[src/rtl/mfdl_pkg.sv]
package mfdl_pkg;

  // Marks produced for one direction in one cycle.
  typedef struct packed {
    logic mf_begin;
    logic dl_mark;
  } mark_t;

  localparam int N_DIRS = 2;  // index 0 = receive, 1 = transmit

endpackage

[src/rtl/mfdl_frame_ctr.sv]
// Frame counter for one direction. cur_num is the number of the frame
// that starts in the current cycle (valid while frame_stb is high).
module mfdl_frame_ctr #(
  parameter int FRAMES = 24,
  localparam int CW = $clog2(FRAMES)
) (
  input  logic          clk,
  input  logic          rst_n,
  input  logic          frame_stb,
  input  logic          sf_stb,
  output logic [CW-1:0] cur_num
);

  localparam logic [CW-1:0] LAST = CW'(FRAMES - 1);

  logic [CW-1:0] cnt_q;

  always_comb begin
    if (sf_stb)
      cur_num = '0;
    else if (cnt_q == LAST)
      cur_num = '0;
    else
      cur_num = cnt_q + 1'b1;
  end

  // Reset to the last number so the first frame after reset is frame 0.
  always_ff @(posedge clk) begin
    if (!rst_n)
      cnt_q <= LAST;
    else if (frame_stb)
      cnt_q <= cur_num;
  end

endmodule

[src/rtl/mfdl_mark_dec.sv]
// Decodes the multiframe-begin and data-link marks for one direction.
module mfdl_mark_dec
  import mfdl_pkg::*;
#(
  parameter int FRAMES = 24,
  parameter int BIT_W  = 8,
  parameter int F_POS  = 0,
  localparam int CW    = $clog2(FRAMES),
  localparam int HALF  = FRAMES / 2
) (
  input  logic [CW-1:0]    cur_num,
  input  logic             frame_stb,
  input  logic [BIT_W-1:0] bit_idx,
  input  logic             sf_only,
  input  logic             dl_en,
  output mark_t            marks
);

  logic at_fbit;
  logic is_start;
  logic is_half;

  assign at_fbit  = frame_stb && (bit_idx == BIT_W'(F_POS));
  assign is_start = (cur_num == '0);
  assign is_half  = (cur_num == CW'(HALF));

  always_comb begin
    marks.mf_begin = at_fbit && (is_start || (!sf_only && is_half));
    marks.dl_mark  = at_fbit && dl_en && !cur_num[0];
  end

endmodule

[src/rtl/mfdl_marker.sv]
module mfdl_marker
  import mfdl_pkg::*;
#(
  parameter int FRAMES_PER_SF = 24,
  parameter int BIT_W         = 8,
  parameter int F_POS         = 0
) (
  input  logic             clk,
  input  logic             rst_n,
  input  logic             cfg_sf_only,
  input  logic             cfg_dl_mark,
  input  logic             rx_frame_stb,
  input  logic             rx_sf_stb,
  input  logic [BIT_W-1:0] rx_bit_idx,
  input  logic             tx_frame_stb,
  input  logic             tx_sf_stb,
  input  logic [BIT_W-1:0] tx_bit_idx,
  output logic             rx_mf_begin,
  output logic             rx_dl_mark,
  output logic             tx_mf_begin,
  output logic             tx_dl_mark
);

  localparam int CW = $clog2(FRAMES_PER_SF);

  logic [N_DIRS-1:0]            fstb;
  logic [N_DIRS-1:0]            sstb;
  logic [N_DIRS-1:0][BIT_W-1:0] bidx;
  mark_t                        mk [N_DIRS];

  assign fstb = {tx_frame_stb, rx_frame_stb};
  assign sstb = {tx_sf_stb, rx_sf_stb};
  assign bidx = {tx_bit_idx, rx_bit_idx};

  for (genvar d = 0; d < N_DIRS; d++) begin : g_dir
    logic [CW-1:0] num;

    mfdl_frame_ctr #(
      .FRAMES (FRAMES_PER_SF)
    ) ctr_i (
      .clk       (clk),
      .rst_n     (rst_n),
      .frame_stb (fstb[d]),
      .sf_stb    (sstb[d]),
      .cur_num   (num)
    );

    mfdl_mark_dec #(
      .FRAMES (FRAMES_PER_SF),
      .BIT_W  (BIT_W),
      .F_POS  (F_POS)
    ) dec_i (
      .cur_num   (num),
      .frame_stb (fstb[d]),
      .bit_idx   (bidx[d]),
      .sf_only   (cfg_sf_only),
      .dl_en     (cfg_dl_mark),
      .marks     (mk[d])
    );
  end

  assign rx_mf_begin = mk[0].mf_begin;
  assign rx_dl_mark  = mk[0].dl_mark;
  assign tx_mf_begin = mk[1].mf_begin;
  assign tx_dl_mark  = mk[1].dl_mark;

endmodule

[config.mk]
export PLATFORM = sky130hd
export DESIGN_NAME = mfdl_marker
export DESIGN_NICKNAME = d
export VERILOG_FILES = /design/src/rtl/mfdl_pkg.sv /design/src/rtl/mfdl_frame_ctr.sv /design/src/rtl/mfdl_mark_dec.sv /design/src/rtl/mfdl_marker.sv
export SDC_FILE = /design/constraint.sdc
export NUM_CORES = 1
export LEC_CHECK = 0
export BUFFER_PORTS_ARGS = -buffer_cell sky130_fd_sc_hd__buf_2
export CAP_MARGIN = 10
export CORE_MARGIN = 2
export CORE_UTILIZATION = 40
export DETAILED_ROUTE_END_ITERATION = 12
export PLACE_DENSITY = 0.71
export SYNTH_ARGS = -nofsm -noshare
export SYNTH_HDL_FRONTEND = slang
export SYNTH_SLANG_ARGS = --single-unit
[constraint.sdc]
create_clock -name clk -period 1.62 [get_ports clk]
set_input_delay 0 -clock clk [delete_from_list [all_inputs] [get_ports clk]]
set_output_delay 0 -clock clk [all_outputs]
set_load 0.01 [all_outputs]
======== Word level (Yosys, flattened, before mapping) ========
Index checks and enable logic that the tools add are counted.
word-level totals
  register bits after elaboration ......... 10
  input bits .............................. 24
  output and inout bits ................... 4
  logic and storage cells ................. 31
operators by class
  add/sub/neg operators ................... 2
  eq/ne operators ......................... 4
  muxes and demuxes ....................... 4
  reduce and logical (&&, ||, !) cells .... 19
operators by type and width
  cell                   number
  $mux W5                4
  $logic_not A8 Y1       2
  $add A5 B1 Y5 const B  2
  $eq A5 B4 Y1 const B   2
  $eq A5 B5 Y1 const B   2
  $logic_and A1 B1 Y1    10
  $logic_not A5 Y1       2
  $logic_not A1 Y1       3
  $logic_or A1 B1 Y1     2

======== Depth between registers and ports, before layout ========
  depth after elaboration ................. 7
  gate-level depth with buffers ........... 6
  mapped depth without buffers ............ 6

======== Modules after synthesis ========
A second synthesis with hierarchy kept.
unflattened totals
  cells, all modules ...................... 96
  area total of the unflattened synthesis .. 790.8 um^2
by module, submodules not included
  module          times used  cells each  area each (um^2)  sequential area each (um^2)
  mfdl_frame_ctr  2           38          324.1             100.1
  mfdl_mark_dec   2           10          71.3              0.0

======== Worst setup path after synthesis ========
No wires, ideal clock.
  path type ............................... reg-to-output
  start ................................... register g_dir[1].ctr_i.cnt_q[0]
  end ..................................... output port tx_mf_begin
  arrival ................................. 1.644 ns
  data required time ...................... 1.620 ns
  path slack .............................. -0.024 ns
  stages on the path, launching flop included .. 7
  path buffers ............................ 0
  cell sequence ........................... dfxtp_1 -> ha_1 -> and4b_1 -> nor4_2 -> mux2_1 -> a21oi_1 -> nor2_1
on the way
  word-level cells in the longest chain between the ends .. 7
  elaborated cells between the ends (all ways) .. 9
  those cells by class .................... add/sub (1); eq/ne (2); mux (2); reduce/logical (4)
RTL lines
  item                                                  RTL line                                    text
  from (decl)                                           mfdl_frame_ctr.sv:16                        logic [CW-1:0] cnt_q;
  from (signal assigned)                                mfdl_frame_ctr.sv:32                        cnt_q <= cur_num;
  $add A5 B1 Y5 / $eq A5 B5 Y1 (equally long branches)  mfdl_frame_ctr.sv:24, mfdl_frame_ctr.sv:21
  $mux W5 (*)                                           mfdl_frame_ctr.sv:21                        else if (cnt_q == LAST)
  $mux W5 (*)                                           mfdl_frame_ctr.sv:19                        if (sf_stb)
  $eq A5 B4 Y1                                          mfdl_mark_dec.sv:25                         assign is_half = (cur_num == CW'(HALF));
  $logic_and A1 B1 Y1                                   mfdl_mark_dec.sv:28                         marks.mf_begin = at_fbit && (is_start || (!sf_only && is_half));
  $logic_or A1 B1 Y1 (*)                                mfdl_mark_dec.sv:28
  $logic_and A1 B1 Y1 (*)                               mfdl_mark_dec.sv:28
  to (decl)                                             mfdl_marker.sv:20                           output logic tx_mf_begin,
Every way passes the cells marked *; elsewhere a longest branch is shown, timed or not.

======== Worst setup path in the final report ========
  start ................................... register g_dir[1].ctr_i.cnt_q[1]
  end ..................................... output port tx_mf_begin
The elaborated chain is that of the path after synthesis.

==> flow_metrics.env <==
export IMPL_via_count=774
export IMPL_status="finished, violations left"
export IMPL_die_area_um2=2090
export IMPL_grt_pass1_vias=706
export IMPL_port_buffers=27
export IMPL_largestRegisters="g_dir.ctr_i.cnt_q: 10 flops"
export IMPL_met2_length_um=953
export IMPL_clockRootBuffer="clkbuf_4"
export IMPL_max_vdd_ir_drop_mv=0.524
export IMPL_yosysMostFrequentCell="dfxtp_1"
export IMPL_fin_crit_sh_pct=118
export IMPL_place_congestion=0.852
export IMPL_nets=154
export IMPL_tns_ns=-0.379
export IMPL_route_met3_wl_um=73
export IMPL_synth_top_area_share_pct=28.8
export IMPL_first_iter_violations=6
export IMPL_start_util_pct=41.6
export IMPL_cts_tree="yes"
export IMPL_yosysSeqAreaShare_pct=28.8
export IMPL_ys_types=34
export IMPL_tightest_slew_ns=0.303
export IMPL_synth_seq_cells=10
export IMPL_hold_viol=0
export IMPL_clk_path_buf_depth=2
export IMPL_synth_edf_count=0
export IMPL_synth_area_mux_share_pct=5.95
export IMPL_antenna_found_initial=0
export IMPL_num_antenna_cells=0
export IMPL_drc=0
export IMPL_ys_flop_type="dfxtp_1"
export IMPL_required_ns=1.62
export IMPL_fp_dieW_um=45.7
export IMPL_hold_slack_ns=0.0266
export IMPL_drt_first_pass_iters=4
export IMPL_reg2reg_depth=7
export IMPL_fp_dieH_um=45.7
export IMPL_slew_headroom_pct=79.6
export IMPL_syn2layout_area_growth_pct=43.4
export IMPL_routed_wl_mm=1.82
export IMPL_crit_type="reg -> out"
export IMPL_worstPathMaxFanout=3
export IMPL_num_io_pins=28
export IMPL_routed_top_layer="met4"
export IMPL_p_per_area_nw_per_um2=757
export IMPL_routedWlPerCell_um=12.6
export IMPL_synthXorXnorAreaFrac_pct=3.78
export IMPL_place_ws_ns=-0.0853
export IMPL_grt_use_total_pct=19.8
export IMPL_cts_clk_slew_worst_paths_ns=0.08
export IMPL_leakagePower_nw=0.466
export IMPL_r2r_setup_slack_ns=0.14
export IMPL_fin_total_pwr_mw=0.754
export IMPL_met1_length_um=767
export IMPL_violations="negative setup slack"
export IMPL_rr_startpoint="g_dir[1].ctr_i.cnt_q[1]$_SDFFE_PN1P_"
export IMPL_yosysTopAreaCell="dfxtp_1"
export IMPL_dp_cells=135
export IMPL_grt_first_pass_wirelength_mm=2.94
export IMPL_yosys_area_share_adder_pct=3.60
export IMPL_setup_viol=2
export IMPL_synth_area_leaders="dfxtp_1, o311ai_0, inv_1"
export IMPL_grt_max_degree=11
export IMPL_clk_latency_ns=0.28
export IMPL_drv_slew=0
export IMPL_synth_top_family_by_area="simple AND/OR/NAND/NOR gates"
export IMPL_synth_simple_area_share_pct=26.3
export IMPL_coreArea_um2=1670
export IMPL_rsz0062_at_grt="true"
export IMPL_critPathLaunchType="register"
export IMPL_vias_per_cell=5.38
export IMPL_cap_violations=0
export IMPL_netlist_area_um2=694
export IMPL_fmax_mhz=525
export IMPL_synth_cells_most_frequent="dfxtp_1, inv_1, nand2_1, nor2_1, o21ai_0"
export IMPL_r2r_end="g_dir[1].ctr_i.cnt_q[3]$_SDFFE_PN0P_"
export IMPL_largest_reg_flops=10
export IMPL_layout_min_cycle_time_ns=1.90
export IMPL_antenna_left=0
export IMPL_setup_ws_ns=-0.284
export IMPL_grt_ovfl_total=0
export IMPL_fin_cells=144
export IMPL_synth_compound_area_share_pct=23.4
export IMPL_numCtsBuffers=3
export IMPL_yosysWarnings=0
export IMPL_async_reset_ff_share_pct=0
export IMPL_avgSynthCellArea_um2=7.80
export IMPL_drive_gt1_share_pct=44.1
export IMPL_synthCells=89
export IMPL_hold_depth=2
export IMPL_hp_class="in -> reg"
export IMPL_cts_max_level=1
export IMPL_critPathCaptureType="output port"
export IMPL_hpwl_mm=1.36
export IMPL_rows=15
export IMPL_top_register="g_dir.ctr_i.cnt_q"
export IMPL_clock_sinks=10
export IMPL_synthesis_nets=115
export IMPL_critPathArrivalTime_ns=1.90
export IMPL_clock_skew_ns=0.0113
export IMPL_min_from="rx_frame_stb"
export IMPL_min_to="g_dir[0].ctr_i.cnt_q[1]$_SDFFE_PN1P_"
==> layout by cell type, fill, tap and decap left out, types with 2 or more instances in the layout <==
| master | instances |
|---|---|
| dfxtp_1 | 4 |
| buf_4 | 10 |
| o21ai_0 | 5 |
| nand2b_1 | 3 |
| mux2i_1 | 3 |
| nor3_1 | 2 |
| clkbuf_4 | 3 |
| dfxtp_2 | 6 |
| o221ai_1 | 2 |
| nor2_1 | 8 |
| o311ai_0 | 4 |
| nor2b_1 | 2 |
| a21oi_1 | 3 |
| xnor2_1 | 3 |
| buf_2 | 27 |
| inv_1 | 9 |
| nand2_1 | 9 |
| nor4_1 | 2 |
==> worst max-delay path, stage by stage (launching register included) <==
cell     delay, ns
dfxtp_2       0.32
buf_4         0.13
and4_2        0.24
nor4_4        0.32
mux2_4        0.34
a21oi_2       0.11
nor2_1        0.04
buf_2         0.13
==> logic make-up after synthesis <==
family                     Yosys count
DFF                                 10
muxes                                4
adders and majority gates            2
buffers and inverters               13
and+or+nand+nor                     34
AOI/OAI and AO/OA                   23
xor gates and xnor gates             3
==> worst max-delay path by stage <==
stage	cells past startpoint	start	slack, ns	end
detailed placement	7	g_dir[1].ctr_i.cnt_q[1]$_SDFFE_PN1P_	-0.09	tx_mf_begin
CTS	7	g_dir[1].ctr_i.cnt_q[0]$_SDFFE_PN1P_	-0.37	tx_mf_begin
global route	7	g_dir[1].ctr_i.cnt_q[0]$_SDFFE_PN1P_	-0.36	tx_mf_begin
global placement	7	g_dir[1].ctr_i.cnt_q[1]$_SDFFE_PN1P_	-0.01	tx_mf_begin
floorplan	6	g_dir[1].ctr_i.cnt_q[0]$_SDFFE_PN1P_	0.03	tx_mf_begin
finish	7	g_dir[1].ctr_i.cnt_q[1]$_SDFFE_PN1P_	-0.28	tx_mf_begin
==> cell type report <==
class / count / area [um^2]
fill: 162 / 674
tap: 17 / 21.3
timing repair buffer: 38 / 220
sequential: 10 / 208
multi-input combinational: 66 / 477
inverter: 9 / 33.8
clock buffer: 4 / 36.3
==> layer usage <==
layer	vias up	track usage [%]
met5	-	0
met4	0	3.53
met3	4	7.14
met2	17	38.3
met1	357	20.0
li1	396	-
==> stage by stage <==
step / cell area, um^2 / util, %
global placement: 873 / 52.3
finish: 996 / 59.6
CTS: 967 / 57.9
detailed placement: 873 / 52.3
global route: 996 / 59.6
floorplan: 694 / -
==> timing repair <==
item	4_1_cts	5_1_grt
gates resized for setup	9	5
hold endpoints to repair	2	0
pin swaps	5	3
setup buffers	3	1
endpoints found under the setup margin	4	5
hold buffers	1	0
==> report_power, final <==
group	total (mW)	switching, mW	internal (mW)
clock network	0.240	0.103	0.137
registers	0.288	0.0203	0.268
logic	0.226	0.107	0.119
total	0.754	0.231	0.524
No activity file was read; power rests on OpenSTA's default activity.
